### src/rtl/sdcmd_pkg.sv
package sdcmd_pkg;

    localparam int WORD_W       = 32;
    localparam int IDX_W        = 6;
    localparam int STAT_W       = 32;

    // command word bit positions
    localparam int BIT_LAUNCH   = 31;
    localparam int BIT_CLKCHG   = 21;
    localparam int BIT_AUTOSTOP = 12;
    localparam int BIT_RSPLONG  = 7;
    localparam int BIT_RSPEXP   = 6;

    // interrupt-status set positions decoded by the status register
    localparam int ST_NORSP     = 1;
    localparam int ST_DONE      = 2;
    localparam int ST_AUTO      = 14;

    typedef enum logic [1:0] {
        LEN_NONE  = 2'd0,
        LEN_SHORT = 2'd1,
        LEN_LONG  = 2'd2
    } rsp_len_e;

    typedef enum logic [2:0] {
        SQ_IDLE,
        SQ_START,
        SQ_REQ,
        SQ_RSP,
        SQ_FIN
    } sq_state_e;

    typedef struct packed {
        logic             clkchg;
        logic             autostop;
        logic             rsp_long;
        logic             rsp_exp;
        logic [IDX_W-1:0] index;
    } cmd_flags_t;

    function automatic cmd_flags_t decode_cmd(input logic [WORD_W-1:0] w);
        cmd_flags_t f;
        f.clkchg   = w[BIT_CLKCHG];
        f.autostop = w[BIT_AUTOSTOP];
        f.rsp_long = w[BIT_RSPLONG];
        f.rsp_exp  = w[BIT_RSPEXP];
        f.index    = w[IDX_W-1:0];
        return f;
    endfunction

    function automatic logic rsp_ok(input cmd_flags_t f, input logic err,
                                    input logic [1:0] len);
        if (err)
            return 1'b0;
        else if (!f.rsp_exp)
            return 1'b1;
        else if (f.rsp_long)
            return len == LEN_LONG;
        else
            return len == LEN_SHORT;
    endfunction

endpackage

### src/rtl/sdcmd_cmdregs.sv
module sdcmd_cmdregs
    import sdcmd_pkg::*;
#(
    parameter int W = WORD_W
) (
    input  logic         clk,
    input  logic         rst,
    input  logic         wr_en,
    input  logic         wr_sel,
    input  logic [W-1:0] wr_data,
    input  logic         busy,
    output logic [W-1:0] cmd_q,
    output logic [W-1:0] arg_q,
    output logic         launch
);

    localparam logic [W-1:0] LAUNCH_MASK = ~(W'(1) << BIT_LAUNCH);

    logic wr_ok;

    assign wr_ok  = wr_en && !busy;
    assign launch = wr_ok && !wr_sel && wr_data[BIT_LAUNCH];

    always_ff @(posedge clk) begin
        if (rst) begin
            cmd_q <= '0;
            arg_q <= '0;
        end else if (wr_ok) begin
            if (!wr_sel)
                cmd_q <= wr_data & LAUNCH_MASK;
            else
                arg_q <= wr_data;
        end
    end

    // a write arriving while busy changes neither register
    p_busy_hold_r10: assert property (@(posedge clk) disable iff (rst)
        busy && wr_en |=> $stable(cmd_q) && $stable(arg_q));

endmodule

### src/rtl/sdcmd_rsp_capture.sv
module sdcmd_rsp_capture
    import sdcmd_pkg::*;
#(
    parameter int W     = WORD_W,
    parameter int WORDS = 4
) (
    input  logic               clk,
    input  logic               rst,
    input  logic               cap_en,
    input  logic               cap_long,
    input  logic [WORDS*W-1:0] rsp_data,
    output logic [WORDS*W-1:0] resp_q
);

    localparam int TOT_W = WORDS * W;

    for (genvar i = 0; i < WORDS; i++) begin : g_word
        logic [W-1:0] nxt;
        // long form: word i comes from received bytes in reversed word order
        // short form: only word 0, taken from the first received bytes
        if (i == 0) begin : g_first
            assign nxt = cap_long ? rsp_data[W-1:0] : rsp_data[TOT_W-1 -: W];
        end else begin : g_rest
            assign nxt = cap_long ? rsp_data[i*W +: W] : '0;
        end

        always_ff @(posedge clk) begin
            if (rst)
                resp_q[i*W +: W] <= '0;
            else if (cap_en)
                resp_q[i*W +: W] <= nxt;
        end
    end

    // a short capture leaves the upper words cleared
    p_short_clear_r5: assert property (@(posedge clk) disable iff (rst)
        cap_en && !cap_long |=> resp_q[TOT_W-1:W] == '0);

endmodule

### src/rtl/sdcmd_fsm.sv
module sdcmd_fsm
    import sdcmd_pkg::*;
#(
    parameter int W          = WORD_W,
    parameter int STOP_INDEX = 12
) (
    input  logic              clk,
    input  logic              rst,
    input  logic              launch,
    input  cmd_flags_t        flags,
    input  logic [W-1:0]      arg_q,
    input  logic              data_access,
    input  logic              xfer_zero,
    output logic              req_valid,
    input  logic              req_ready,
    output logic [IDX_W-1:0]  req_index,
    output logic [W-1:0]      req_arg,
    input  logic              rsp_valid,
    input  logic              rsp_err,
    input  logic [1:0]        rsp_len,
    output logic              busy,
    output logic [STAT_W-1:0] status_set,
    output logic              cap_en
);

    localparam logic [IDX_W-1:0] STOP_IDX = IDX_W'(STOP_INDEX);

    sq_state_e state;
    logic      stop_q;
    logic      ok_q;
    logic      want_stop;

    assign want_stop = flags.autostop && xfer_zero;

    always_ff @(posedge clk) begin
        if (rst) begin
            state  <= SQ_IDLE;
            stop_q <= 1'b0;
            ok_q   <= 1'b0;
        end else begin
            unique case (state)
                SQ_IDLE: begin
                    if (launch) begin
                        stop_q <= 1'b0;
                        state  <= SQ_START;
                    end else if (data_access && want_stop) begin
                        stop_q <= 1'b1;
                        state  <= SQ_START;
                    end
                end
                SQ_START: begin
                    if (flags.clkchg) begin
                        ok_q  <= 1'b1;
                        state <= SQ_FIN;
                    end else begin
                        state <= SQ_REQ;
                    end
                end
                SQ_REQ: begin
                    if (req_ready)
                        state <= SQ_RSP;
                end
                SQ_RSP: begin
                    if (rsp_valid) begin
                        ok_q  <= rsp_ok(flags, rsp_err, rsp_len);
                        state <= SQ_FIN;
                    end
                end
                SQ_FIN: begin
                    if (!stop_q && want_stop) begin
                        stop_q <= 1'b1;
                        state  <= SQ_START;
                    end else begin
                        state  <= SQ_IDLE;
                    end
                end
                default: state <= SQ_IDLE;
            endcase
        end
    end

    assign busy      = state != SQ_IDLE;
    assign req_valid = state == SQ_REQ;
    assign req_index = stop_q ? STOP_IDX : flags.index;
    assign req_arg   = stop_q ? '0 : arg_q;
    assign cap_en    = (state == SQ_RSP) && rsp_valid && flags.rsp_exp
                       && rsp_ok(flags, rsp_err, rsp_len);

    always_comb begin
        status_set = '0;
        if (state == SQ_FIN) begin
            status_set[ST_DONE]  = ok_q;
            status_set[ST_NORSP] = !ok_q;
            status_set[ST_AUTO]  = stop_q;
        end
    end

    // request and its fields are held until accepted
    p_req_hold_r3: assert property (@(posedge clk) disable iff (rst)
        req_valid && !req_ready |=> req_valid && $stable(req_index) && $stable(req_arg));

    // a no-response pulse always follows a card response
    p_norsp_after_card_r7: assert property (@(posedge clk) disable iff (rst)
        status_set[ST_NORSP] |-> $past(rsp_valid));

    // nothing is requested or pulsed while idle
    p_quiet_idle_r11: assert property (@(posedge clk) disable iff (rst)
        !busy |-> status_set == '0 && !req_valid);

endmodule

### src/rtl/sdcmd_sequencer.sv
module sdcmd_sequencer
    import sdcmd_pkg::*;
#(
    parameter int STOP_INDEX = 12,
    parameter int RSP_WORDS  = 4
) (
    input  logic                        clk,
    input  logic                        rst,
    input  logic                        reg_wr_en,
    input  logic                        reg_wr_sel,
    input  logic [WORD_W-1:0]           reg_wr_data,
    input  logic                        data_access,
    input  logic                        xfer_zero,
    output logic                        card_req_valid,
    input  logic                        card_req_ready,
    output logic [IDX_W-1:0]            card_req_index,
    output logic [WORD_W-1:0]           card_req_arg,
    input  logic                        card_rsp_valid,
    input  logic                        card_rsp_err,
    input  logic [1:0]                  card_rsp_len,
    input  logic [RSP_WORDS*WORD_W-1:0] card_rsp_data,
    output logic [WORD_W-1:0]           cmd_word,
    output logic [WORD_W-1:0]           cmd_arg,
    output logic [RSP_WORDS*WORD_W-1:0] resp_words,
    output logic                        busy,
    output logic [STAT_W-1:0]           status_set
);

    logic       launch;
    logic       cap_en;
    cmd_flags_t flags;

    assign flags = decode_cmd(cmd_word);

    sdcmd_cmdregs #(.W(WORD_W)) u_regs (
        .clk     (clk),
        .rst     (rst),
        .wr_en   (reg_wr_en),
        .wr_sel  (reg_wr_sel),
        .wr_data (reg_wr_data),
        .busy    (busy),
        .cmd_q   (cmd_word),
        .arg_q   (cmd_arg),
        .launch  (launch)
    );

    sdcmd_fsm #(.W(WORD_W), .STOP_INDEX(STOP_INDEX)) u_fsm (
        .clk         (clk),
        .rst         (rst),
        .launch      (launch),
        .flags       (flags),
        .arg_q       (cmd_arg),
        .data_access (data_access),
        .xfer_zero   (xfer_zero),
        .req_valid   (card_req_valid),
        .req_ready   (card_req_ready),
        .req_index   (card_req_index),
        .req_arg     (card_req_arg),
        .rsp_valid   (card_rsp_valid),
        .rsp_err     (card_rsp_err),
        .rsp_len     (card_rsp_len),
        .busy        (busy),
        .status_set  (status_set),
        .cap_en      (cap_en)
    );

    sdcmd_rsp_capture #(.W(WORD_W), .WORDS(RSP_WORDS)) u_cap (
        .clk      (clk),
        .rst      (rst),
        .cap_en   (cap_en),
        .cap_long (flags.rsp_long),
        .rsp_data (card_rsp_data),
        .resp_q   (resp_words)
    );

    // clock-change commands never reach the card port
    p_clkchg_nobus_r4: assert property (@(posedge clk) disable iff (rst)
        card_req_valid |-> !cmd_word[BIT_CLKCHG]);

endmodule

### config.mk
export PLATFORM = sky130hd
export DESIGN_NAME = sdcmd_sequencer
export DESIGN_NICKNAME = d
export VERILOG_FILES = /design/src/rtl/sdcmd_pkg.sv /design/src/rtl/sdcmd_cmdregs.sv /design/src/rtl/sdcmd_rsp_capture.sv /design/src/rtl/sdcmd_fsm.sv /design/src/rtl/sdcmd_sequencer.sv
export SDC_FILE = /design/constraint.sdc
export NUM_CORES = 1
export LEC_CHECK = 0
export BUFFER_PORTS_ARGS = -buffer_cell sky130_fd_sc_hd__buf_2
export CORE_AREA = 2 2 169 171
export CTS_CLUSTER_DIAMETER = 40
export DETAILED_ROUTE_END_ITERATION = 10
export DIE_AREA = 0 0 171 173
export PLACE_DENSITY = 0.61
export SYNTH_ARGS = -nofsm -noshare
export SYNTH_HDL_FRONTEND = slang
export SYNTH_HIERARCHICAL = 1
export SYNTH_SLANG_ARGS = --single-unit
### constraint.sdc
create_clock -name clk -period 3.87 [get_ports clk]
set_input_delay 0.5805 -clock clk [delete_from_list [all_inputs] [get_ports clk]]
set_output_delay 0.5805 -clock clk [all_outputs]
set_load 0.02 [all_outputs]
Word-level counts from Yosys, hierarchy flattened --
Index checks and enable logic that the tools add are counted.
Word-level totals: bits of input ports 171, output and inout bits 264, flip-flop bits (word level) 196
Operators by class: bitwise operators 1, equal/unequal tests 11, muxes and demuxes 25, reductions and logical operators 22
Operator list (number):
- $mux W32 | 5
- $mux W3 | 5
- $pmux W3 S5 | 1
- $mux W1 | 10
- $logic_and A1 B1 Y1 | 9
- $reduce_and A3 Y1 | 3
- $eq A3 B2 Y1 const B | 2
- $mux W6 | 1
- $logic_not A1 Y1 | 4
- $ne A2 B1 Y1 const B | 2
- $ne A2 B2 Y1 const B | 2
- $pmux W1 S2 | 2
- $reduce_and A2 Y1 | 2
- $reduce_bool A2 Y1 | 2
- $eq A3 B1 Y1 const B | 1
- $eq A3 B3 Y1 const B | 1
- $logic_not A3 Y1 | 1
- $ne A3 B2 Y1 const B | 1
- $reduce_bool A3 Y1 | 1
- $eq A2 B1 Y1 const B | 1
- $eq A2 B2 Y1 const B | 1
- $mux W2 | 1
- $not A1 Y1 | 1

Depth between registers and ports, before layout --
Gate-level depths: netlist of the first run.
word-level depth 7, depth in mapped cells 9

Modules after synthesis --
The synthesis of the first run kept the hierarchy.
By module, submodules not included:
- sdcmd_rsp_capture | instances 1, sequential area each 2562.5 um2, area each 5147.4 um2, cells an instance 568
- sdcmd_cmdregs | instances 1, sequential area each 1261.2 um2, area each 2656.3 um2, cells an instance 246
- sdcmd_fsm | instances 1, sequential area each 100.1 um2, area each 869.6 um2, cells an instance 116

Least setup slack after synthesis of the first run --
No wires, ideal clock.
path kind register to register, from register u_fsm.state[0], to register u_fsm.state[1], stages on the path, launching flop included 9, arrival 1.825 ns, required time 3.767 ns, path slack 1.942 ns, cell sequence dfxtp_1 -> buf_6 -> nor2_1 -> nand2_1 -> nor3b_1 -> buf_2 -> and2_1 -> nor4_4 -> a2111oi_2
Between the ends: longest elaborated chain between the ends 7, elaborated cells between the ends (all ways) 16, classes of those cells 7 x eq/ne; 2 x mux; 7 x reduce/logical
Ends and longest elaborated chain:
- from (decl) | line sdcmd_fsm.sv:28 | sq_state_e state;
- from (signal assigned) | line sdcmd_fsm.sv:37 | state <= SQ_IDLE;
- from (signal assigned) | line sdcmd_fsm.sv:45 | state <= SQ_START;
- from (signal assigned) | line sdcmd_fsm.sv:48 | state <= SQ_START;
- $reduce_bool A3 Y1 (*) | line sdcmd_fsm.sv:82 | assign busy = state != SQ_IDLE;
- named net busy | line sdcmd_sequencer.sv:25 | output logic busy,
- $logic_not A1 Y1 (*) | line sdcmd_cmdregs.sv:21 | assign wr_ok = wr_en && !busy;
- $logic_and A1 B1 Y1 (*) | line sdcmd_cmdregs.sv:21
- $logic_and A1 B1 Y1 (*) (2 in series) | line sdcmd_cmdregs.sv:22 | assign launch = wr_ok && !wr_sel && wr_data[BIT_LAUNCH];
- named net launch | line sdcmd_sequencer.sv:29 | logic launch;
- $mux W3 / $ne A3 B2 Y1 (equally long branches)
- $pmux W3 S5 / $reduce_and A3 Y1 (equally long branches)
The timed path passes the listed nets; every way through them passes the cells marked *. A chain may end at the register's enable or synchronous reset.

Worst setup path in the final report of the first run --
from register u_regs.cmd_q[7], to register u_cap.resp_q[29]
Between the ends: longest elaborated chain between the ends 4, elaborated cells between the ends (all ways) 5, classes of those cells 4 x mux; 1 x reduce/logical
Ends and longest elaborated chain:
- from (decl) | line sdcmd_cmdregs.sv:12 | output logic [W-1:0] cmd_q,
- from (signal assigned) | line sdcmd_cmdregs.sv:30 | cmd_q <= wr_data & LAUNCH_MASK;
- $mux W1 | line sdcmd_pkg.sv:57 | else if (f.rsp_long)
- $mux W1 | line sdcmd_pkg.sv:55 | else if (!f.rsp_exp)
- $mux W1 | line sdcmd_pkg.sv:53 | if (err)
- $logic_and A1 B1 Y1 | line sdcmd_fsm.sv:87 | && rsp_ok(flags, rsp_err, rsp_len);
- named net cap_en | line sdcmd_sequencer.sv:30 | logic cap_en;
- to (signal, indexed assignment) | line sdcmd_rsp_capture.sv:31 | resp_q[i*W +: W] <= nxt;
- to (decl) | line sdcmd_rsp_capture.sv:12 | output logic [WORDS*W-1:0] resp_q
The timed path passes the listed nets, and every way through them passes these cells.

==> impl_metrics.xml, run 1 <==
<?xml version="1.0" encoding="UTF-8"?>
<metrics>
  <group name="clocking">
    <metric name="h-tree-depth" unit="">4</metric>
    <metric name="worst_skew_pair.late_latency" unit="ns">0.43</metric>
    <metric name="cts_buffers" unit="">17</metric>
    <metric name="cts_setup_buffers" unit="">0</metric>
    <metric name="cts.reportedPaths.clkPinSlew" unit="ns">0.09</metric>
    <metric name="cts_resized" unit="">0</metric>
    <metric name="clockBufferDepth" unit="">2</metric>
    <metric name="cts-root-buf" unit="">sky130_fd_sc_hd__clkbuf_16</metric>
    <metric name="post_cts_hold_buffer_count" unit="">0</metric>
    <metric name="cts_tree" unit="">built</metric>
    <metric name="clkSinkCount" unit="">196</metric>
  </group>
  <group name="sta">
    <metric name="fin_hold_ws" unit="ns">0.409</metric>
    <metric name="finClkSkew" unit="ns">0.0158</metric>
    <metric name="post-route-period-util" unit="%">67.4</metric>
    <metric name="finalSetupViolations" unit="">0</metric>
    <metric name="max_clock_freq" unit="MHz">383</metric>
    <metric name="slew_headroom" unit="%">30.5</metric>
    <metric name="worst_slew_pin_slew" unit="ns">1.04</metric>
    <metric name="final_period_minus_worst_setup_slack" unit="ns">2.61</metric>
    <metric name="timing.setup.tns" unit="ns">0</metric>
    <metric name="rsz0062_at_grt" unit="">false</metric>
    <metric name="final-max-slew-violation-count" unit="">0</metric>
    <metric name="timing.final.hold_violations" unit="">0</metric>
  </group>
  <group name="setup_path">
    <metric name="kind_of_critical_path" unit="">register to register</metric>
    <metric name="critical_path_peak_fanout" unit="">67</metric>
    <metric name="endpoint_kind" unit="">register</metric>
    <metric name="slowest_delay" unit="ns">0.88</metric>
    <metric name="cp_data_arrival_time" unit="ns">2.94</metric>
    <metric name="timing.critical_path.cells" unit="">and3b_1, o2111a_4, buf_12, nor2_1, a211oi_1</metric>
    <metric name="start_kind" unit="">register</metric>
    <metric name="crit_path_top_delay_cell" unit="">sky130_fd_sc_hd__dfxtp_4</metric>
    <metric name="data_required_time_of_the_critical_path" unit="ns">4.20</metric>
  </group>
  <group name="routing">
    <metric name="drt.antenna.violating_nets" unit="">0</metric>
    <metric name="drt-vias-per-instance" unit="">4.49</metric>
    <metric name="first_pass_iters" unit="">4</metric>
    <metric name="drt_iter0_markers" unit="">515</metric>
    <metric name="detail_route.wl_per_cell" unit="um">15.5</metric>
    <metric name="dr_total_vias" unit="">7528</metric>
    <metric name="route.detailed.drc" unit="">0</metric>
    <metric name="route.final.wire_length" unit="mm">25.9</metric>
  </group>
  <group name="floorplan">
    <metric name="die-area" unit="um^2">29600</metric>
    <metric name="horizontal_die_dimension" unit="um">171</metric>
    <metric name="starting_density" unit="%">31.4</metric>
    <metric name="placeableCoreArea" unit="um^2">27600</metric>
    <metric name="rows" unit="">61</metric>
    <metric name="die_h" unit="um">173</metric>
    <metric name="i_o_pin_cnt" unit="">435</metric>
  </group>
  <group name="pwr">
    <metric name="power.share.combinational" unit="%">16.5</metric>
    <metric name="power_switching" unit="mW">1.47</metric>
    <metric name="worst_case_vdd_ir_drop" unit="mV">0.235</metric>
    <metric name="clkPwrFrac" unit="%">37.8</metric>
    <metric name="power.density_cell_area" unit="nW/um^2">422</metric>
    <metric name="internal_power" unit="mW">3.32</metric>
    <metric name="leakage" unit="nW">5.17</metric>
    <metric name="seqPwrFrac" unit="%">45.6</metric>
    <metric name="switching_share" unit="%">30.7</metric>
  </group>
  <group name="place">
    <metric name="post_dp_cell_area" unit="um^2">10800</metric>
    <metric name="dp_hpwl" unit="mm">18.8</metric>
    <metric name="portBuffers" unit="">404</metric>
    <metric name="routability_cong" unit="">0.827</metric>
  </group>
  <group name="global_routing">
    <metric name="number_of_global_route_vias_before_repair" unit="">6975</metric>
    <metric name="grtUsageTotal" unit="%">16.7</metric>
    <metric name="global_route_wire_length_before_repair" unit="mm">39.2</metric>
    <metric name="gr-total-overflow" unit="">0</metric>
    <metric name="grt_antenna_before_repair" unit="">0</metric>
    <metric name="grt_start_max_net_pins" unit="">146</metric>
  </group>
  <group name="final_layout">
    <metric name="final_nets" unit="">1455</metric>
    <metric name="final_area" unit="um^2">11400</metric>
    <metric name="area.growth.synth_to_final" unit="%">31.1</metric>
    <metric name="antenna_cells" unit="">0</metric>
    <metric name="final_layout_size_suffix_gt1_share" unit="%">36.3</metric>
  </group>
  <group name="min_path">
    <metric name="hold_class" unit="">primary input to register</metric>
  </group>
  <group name="synthesis">
    <metric name="netlist_instances" unit="">930</metric>
    <metric name="post_synth_instance_area" unit="um^2">8670</metric>
    <metric name="synth_sequential_area_ratio" unit="%">45.2</metric>
    <metric name="ys.warnings.count" unit="">6</metric>
    <metric name="synth_area_per_cell" unit="um^2">9.33</metric>
    <metric name="postSynthRegisterBits" unit="">196</metric>
    <metric name="synth_cell_types" unit="">41</metric>
  </group>
  <group name="job">
    <metric name="max_cap_viol_count" unit="">0</metric>
  </group>
  <group name="status">
    <metric name="run_status" unit="">finished, final reports clean</metric>
  </group>
</metrics>
## cell usage after synthesis (all sizes together)
cell type    n  share of area [%]
mux2i       96                 11
nor4bb       1               0.12
a21oi       98                5.7
o22a         1               0.10
or2b         1              0.087
nand3b       1              0.087
a31oi        1              0.072
a2111oi      1               0.17
nor3b        3               0.32
nand2        2              0.087
nand2b     192                 14
nor4         2               0.32
o211a        1               0.12
a311oi       1               0.10
or3b         1               0.10
nor2b       36                2.6
nand3       97                5.6
o2111a       1               0.13
o31ai        1              0.087
or2          2               0.14
nor2        37                1.6
inv          3               0.13
and2         1              0.072
mux2         2               0.26
and3         3               0.22
clkbuf      34                1.5
o2bb2ai      1               0.10
a211oi      33                3.5
dfxtp      196                 45
buf         76                6.2
and3b        2               0.22
o21ai        1              0.058
conb         2              0.087
## final timing paths
check	from	end	slack [ns]	depth (start not counted)
worst min-delay path	card_rsp_data[47]	u_cap/resp_q[47]	0.41	3
worst max-delay path	u_regs/cmd_q[7]	u_cap/resp_q[29]	1.26	5
worst max register to register	u_regs/cmd_q[7]	u_cap/resp_q[29]	1.26	5
worst min register to register	u_cap/resp_q[73]	u_cap/resp_q[73]	0.47	2
## flip-flops by register name (all words and copies together), names as in the netlist
register / flops
u_regs/arg_q: 32
u_fsm/state: 3
u_fsm/stop_q: 1
u_regs/cmd_q: 31
u_cap/resp_q: 128
u_fsm/ok_q: 1
## cells by family after synthesis
family          after synthesis  share of synthesized area, %
other cells                   2                        0.0866
flops                       196                          45.2
buf+inv                     113                          7.79
simple gates                381                          25.4
compound gates              140                          10.1
mux                          98                          11.3
## area by class of cell
type | count | area (um^2)
Clock inverter | 13 | 155
Timing Repair Buffer | 417 | 2160
Sequential cell | 196 | 3930
Inverter | 3 | 11.3
Fill cell | 2828 | 16300
Multi-Input combinational cell | 649 | 4190
Clock buffer | 19 | 453
Tap cell | 378 | 473
## metal layers
layer | global-route usage (%) | share of wire, % | wire [um] | vias to the layer above
met2 | 27.3 | 48 | 12400 | 226
met1 | 22.0 | 45 | 11700 | 3478
met3 | 3.41 | 5.1 | 1310 | 26
met5 | 0 | 0 | 0 | -
li1 | - | - | - | 3798
met4 | 5.37 | 1.8 | 478 | 0
## power by group through the flow
stage / clock network (mW) / registers, mW / logic [mW]
after floorplan: 0 / 2.27 / 0.525
after global placement: 0 / 2.23 / 0.795
after detailed placement: 0 / 2.24 / 0.797
after CTS: 1.88 / 2.19 / 0.800
after global routing: 1.96 / 2.20 / 0.854
final: 1.81 / 2.19 / 0.793
## per-stage QoR
| step | setup slack [ns] | total power, mW | utilization, % | instances |
|---|---|---|---|---|
| finish | 1.26 | 4.80 | 41.2 | 1675 |
| global route | 1.01 | 5.02 | 41.2 | 1675 |
| CTS | 1.19 | 4.86 | 41.2 | 1675 |
| detailed placement | 1.18 | 3.03 | 39.0 | 1643 |
| global placement | 1.26 | 3.03 | 39.0 | 1643 |
| floorplan | 1.94 | 2.79 | - | 958 |
## cell usage in the layout, fill, tap and decap left out, types with 2 or more instances in the layout
cell type                   instances
sky130_fd_sc_hd__nor3b_1            2
sky130_fd_sc_hd__nor2b_1           36
sky130_fd_sc_hd__or2_2              2
sky130_fd_sc_hd__nand2b_1         192
sky130_fd_sc_hd__and3_1             3
sky130_fd_sc_hd__clkbuf_8           2
sky130_fd_sc_hd__clkbuf_16         17
sky130_fd_sc_hd__nand2_1            2
sky130_fd_sc_hd__mux2i_1           96
sky130_fd_sc_hd__clkinv_8           4
sky130_fd_sc_hd__dfxtp_1          195
sky130_fd_sc_hd__a211oi_2          12
sky130_fd_sc_hd__nand3_1           97
sky130_fd_sc_hd__buf_12             3
sky130_fd_sc_hd__buf_4             10
sky130_fd_sc_hd__buf_2            403
sky130_fd_sc_hd__mux2_2             2
sky130_fd_sc_hd__nor2_1            37
sky130_fd_sc_hd__inv_1              3
sky130_fd_sc_hd__a211oi_1          21
sky130_fd_sc_hd__conb_1            30
sky130_fd_sc_hd__inv_8              2
sky130_fd_sc_hd__inv_6              4
sky130_fd_sc_hd__a21oi_1           98
## worst max-delay path: cells and delay by family, from the launching register on
family,cells,cell delay [ns]
compound gates,2,0.89
flops,1,0.88
simple gates,2,0.38
buf+inv,1,0.32
(Power assumes the default switching activity.)
==> run 2, diff against run 1 <==
Settings changed: ABC_AREA set to 1, CORE_AREA 2 2 169 171 to 2 2 168 170, DIE_AREA 0 0 171 173 to 0 0 170 172, PLACE_DENSITY 0.61 to 0.62.
Clock period 3.87 ns to 2.5 ns, I/O delays scaled along.
==> run 2 against run 1 <==
Effect of this change: wire length grew 4.7%; final cell count grew 19%; die area shrank 1.2%; clock power grew 55%; clock-buffer cell count is the same; synthesized area shrank 0.71%; first-iteration DRC count shrank 1.6%; largest cell class is now sequential cells.
==> impl_metrics.xml, run 2 <==
<?xml version="1.0" encoding="UTF-8"?>
<metrics>
  <group name="status">
    <metric name="run_status" unit="">finished, final reports clean</metric>
  </group>
  <group name="sta">
    <metric name="final-max-slew-violation-count" unit="">0</metric>
    <metric name="post-route-period-util" unit="%">85.5</metric>
    <metric name="finalSetupViolations" unit="">0</metric>
    <metric name="final_period_minus_worst_setup_slack" unit="ns">2.14</metric>
    <metric name="max_clock_freq" unit="MHz">468</metric>
    <metric name="finClkSkew" unit="ns">0.0102</metric>
    <metric name="rsz0062_at_grt" unit="">false</metric>
    <metric name="slew_headroom" unit="%">52.6</metric>
    <metric name="timing.final.hold_violations" unit="">0</metric>
    <metric name="timing.setup.tns" unit="ns">0</metric>
    <metric name="worst_slew_pin_slew" unit="ns">0.711</metric>
  </group>
  <group name="floorplan">
    <metric name="die_h" unit="um">172</metric>
    <metric name="horizontal_die_dimension" unit="um">170</metric>
    <metric name="placeableCoreArea" unit="um^2">27500</metric>
    <metric name="starting_density" unit="%">31.3</metric>
    <metric name="rows" unit="">61</metric>
    <metric name="i_o_pin_cnt" unit="">435</metric>
    <metric name="die-area" unit="um^2">29200</metric>
  </group>
  <group name="routing">
    <metric name="dr_total_vias" unit="">8813</metric>
    <metric name="route.detailed.drc" unit="">0</metric>
    <metric name="detail_route.wl_per_cell" unit="um">13.6</metric>
    <metric name="route.final.wire_length" unit="mm">27.1</metric>
    <metric name="first_pass_iters" unit="">5</metric>
    <metric name="drt.antenna.violating_nets" unit="">0</metric>
    <metric name="drt_iter0_markers" unit="">507</metric>
    <metric name="drt-vias-per-instance" unit="">4.42</metric>
  </group>
  <group name="setup_path">
    <metric name="data_required_time_of_the_critical_path" unit="ns">2.12</metric>
    <metric name="r2r_start" unit="">u_fsm/state[0]</metric>
    <metric name="number_of_cells_on_the_worst_reg_to_reg_path" unit="">9</metric>
    <metric name="startpoint" unit="">u_fsm/stop_q</metric>
    <metric name="start_kind" unit="">register</metric>
    <metric name="kind_of_critical_path" unit="">register to output port</metric>
    <metric name="cp_data_arrival_time" unit="ns">1.76</metric>
    <metric name="critical_path_peak_fanout" unit="">18</metric>
    <metric name="endpoint_kind" unit="">output port</metric>
  </group>
  <group name="final_layout">
    <metric name="largest_register_ff_count" unit="">128</metric>
    <metric name="mostFrequentLayoutCell" unit="">sky130_fd_sc_hd__buf_2</metric>
    <metric name="final_nets" unit="">1802</metric>
    <metric name="multiInputGateArea" unit="um^2">3530</metric>
    <metric name="area.growth.synth_to_final" unit="%">30.9</metric>
    <metric name="layout.filler_cells" unit="">2897</metric>
    <metric name="max_flop_register" unit="">u_cap/resp_q</metric>
    <metric name="layout.cells.most_common_list" unit="">sky130_fd_sc_hd__buf_2 (403), sky130_fd_sc_hd__nand2_1 (336), sky130_fd_sc_hd__nor2_1 (233)</metric>
    <metric name="regArea" unit="um^2">3930</metric>
    <metric name="layout_top_registers" unit="">u_cap/resp_q: 128 flops, u_regs/arg_q: 32 flops, u_regs/cmd_q: 31 flops</metric>
    <metric name="final_layout_size_suffix_gt1_share" unit="%">28.1</metric>
  </group>
  <group name="pwr">
    <metric name="worst_case_vdd_ir_drop" unit="mV">0.465</metric>
    <metric name="design_power_total" unit="mW">8.71</metric>
    <metric name="leakage" unit="nW">5.99</metric>
    <metric name="power.density_cell_area" unit="nW/um^2">773</metric>
  </group>
  <group name="synthesis">
    <metric name="netlist_instances" unit="">1278</metric>
    <metric name="synthMostInstantiatedCell" unit="">sky130_fd_sc_hd__nand2_1</metric>
    <metric name="yosys_most_used_dff" unit="">sky130_fd_sc_hd__dfxtp_1</metric>
    <metric name="synth_largest_type_area_fraction" unit="%">45.6</metric>
    <metric name="synth-edff-count" unit="">0</metric>
    <metric name="synth_sequential_area_ratio" unit="%">45.6</metric>
    <metric name="synth_cell_types" unit="">24</metric>
    <metric name="post_synth_main_area_contributors" unit="">sky130_fd_sc_hd__dfxtp_1 (46%), sky130_fd_sc_hd__nand2_1 (15%), sky130_fd_sc_hd__nor2_1 (10%), sky130_fd_sc_hd__nand3_1 (7.7%), sky130_fd_sc_hd__inv_1 (6.5%)</metric>
    <metric name="ys.warnings.count" unit="">6</metric>
    <metric name="post_synth_instance_area" unit="um^2">8610</metric>
    <metric name="async_flop_share" unit="%">0</metric>
    <metric name="synth.cells.most_frequent" unit="">sky130_fd_sc_hd__nand2_1 (336), sky130_fd_sc_hd__nor2_1 (234), sky130_fd_sc_hd__dfxtp_1 (196)</metric>
    <metric name="yosys.area.top_type" unit="">sky130_fd_sc_hd__dfxtp_1</metric>
    <metric name="postSynthRegisterBits" unit="">196</metric>
    <metric name="synth_area_per_cell" unit="um^2">6.74</metric>
  </group>
  <group name="clocking">
    <metric name="clockBufferDepth" unit="">2</metric>
    <metric name="cts_setup_buffers" unit="">0</metric>
    <metric name="cts.reportedPaths.clkPinSlew" unit="ns">0.08</metric>
    <metric name="cts_buffers" unit="">17</metric>
    <metric name="worst_skew_pair.late_latency" unit="ns">0.43</metric>
    <metric name="post_cts_hold_buffer_count" unit="">0</metric>
    <metric name="cts_tree" unit="">built</metric>
    <metric name="cts_resized" unit="">0</metric>
    <metric name="cts-root-buf" unit="">sky130_fd_sc_hd__clkbuf_16</metric>
    <metric name="h-tree-depth" unit="">4</metric>
    <metric name="clkSinkCount" unit="">196</metric>
  </group>
  <group name="global_routing">
    <metric name="number_of_global_route_vias_before_repair" unit="">7728</metric>
    <metric name="gr-total-overflow" unit="">0</metric>
    <metric name="global_route_wire_length_before_repair" unit="mm">40.2</metric>
    <metric name="grt_antenna_before_repair" unit="">1</metric>
    <metric name="grt_start_max_net_pins" unit="">131</metric>
    <metric name="grtUsageTotal" unit="%">17.4</metric>
  </group>
  <group name="min_path">
    <metric name="worst_hold_startpoint" unit="">reg_wr_data[18]</metric>
    <metric name="hold_class" unit="">primary input to register</metric>
    <metric name="min_path_cells" unit="">3</metric>
  </group>
  <group name="place">
    <metric name="portBuffers" unit="">404</metric>
    <metric name="routability_cong" unit="">0.757</metric>
    <metric name="dp_hpwl" unit="mm">19.2</metric>
  </group>
  <group name="job">
    <metric name="max_cap_viol_count" unit="">0</metric>
  </group>
</metrics>
==> run 2: cell types whose count changed in the layout (fill, tap and decap cells not counted), moves of 4 or more <==
cell                       previous run  this run
sky130_fd_sc_hd__clkinv_8             4         0
sky130_fd_sc_hd__nor2_1              37       233
sky130_fd_sc_hd__nand2b_1           192         0
sky130_fd_sc_hd__nand2_1              2       336
sky130_fd_sc_hd__a211oi_2            12         0
sky130_fd_sc_hd__mux2i_1             96         0
sky130_fd_sc_hd__inv_1                3       150
sky130_fd_sc_hd__buf_12               3         7
sky130_fd_sc_hd__nand3_1             97       133
sky130_fd_sc_hd__nor2b_1             36         0
sky130_fd_sc_hd__a211oi_1            21         0
==> run 2: per-layer routing <==
| layer | wire length [um] | vias up | global-route usage, % |
|---|---|---|---|
| met4 | 479 | 0 | 6.35 |
| li1 | - | 4524 | - |
| met3 | 2260 | 22 | 5.20 |
| met5 | 0 | - | 0 |
| met2 | 13100 | 307 | 30.0 |
| met1 | 11300 | 3960 | 20.5 |
==> run 2: kinds of logic (layout without fill, tap and decap cells) <==
| kind of cell | count (synthesis) | in the layout | share of synthesized area, % |
|---|---|---|---|
| other cells | 2 | 32 | 0.0872 |
| flops | 196 | 196 | 45.6 |
| compound gates | 103 | 103 | 6.07 |
| simple gates | 712 | 712 | 33.5 |
| buf+inv | 265 | 603 | 14.8 |
==> run 2: where the power goes <==
| group | leakage (nW) | switching, mW | internal (mW) | total, mW |
|---|---|---|---|---|
| Combinational | 4.12 | 1.59 | 0.742 | 2.33 |
| Sequential | 1.59 | 0.214 | 3.35 | 3.57 |
| Clock | 0.282 | 1.29 | 1.52 | 2.81 |
==> run 2: worst paths after layout <==
path | slack [ns] | to
max reg2reg | 0.55 | u_cap/resp_q[95]
min reg2reg | 0.46 | u_cap/resp_q[94]
min | 0.18 | u_regs/cmd_q[18]
max | 0.36 | status_set[14]
==> run 2: through the flow <==
stage | hold WS [ns] | area [um^2] | worst slack (ns) | utilization (%) | std cells
3_3_place_gp | 0.447 | 10700 | 0.576 | 38.9 | 1958
4_1_cts | 0.142 | 11300 | 0.281 | 41.0 | 1990
3_5_place_dp | 0.452 | 10700 | 0.564 | 38.9 | 1958
6_report | 0.176 | 11300 | 0.362 | 41.0 | 1992
5_1_grt | 0.160 | 11300 | 0.186 | 41.0 | 1990
2_1_floorplan | 0.444 | 8720 | 0.849 | - | 1306
==> run 2: area by class of cell <==
class                   count  share of cell area [%]
diodes                      2                  0.0444
clock buffers              19                    3.93
clock inverters            13                    1.31
inverters                 154                    5.14
multi-input cells         845                    31.3
flip-flops and latches    196                    34.8
well taps                 346                    3.84
repair buffers            417                    19.6
==> run 2: critical path, cell delays in order, from the launching register on <==
cell and delay [ns]:
sky130_fd_sc_hd__dfxtp_1 0.78, sky130_fd_sc_hd__inv_1 0.18, sky130_fd_sc_hd__nor2_1 0.17, sky130_fd_sc_hd__buf_2 0.20
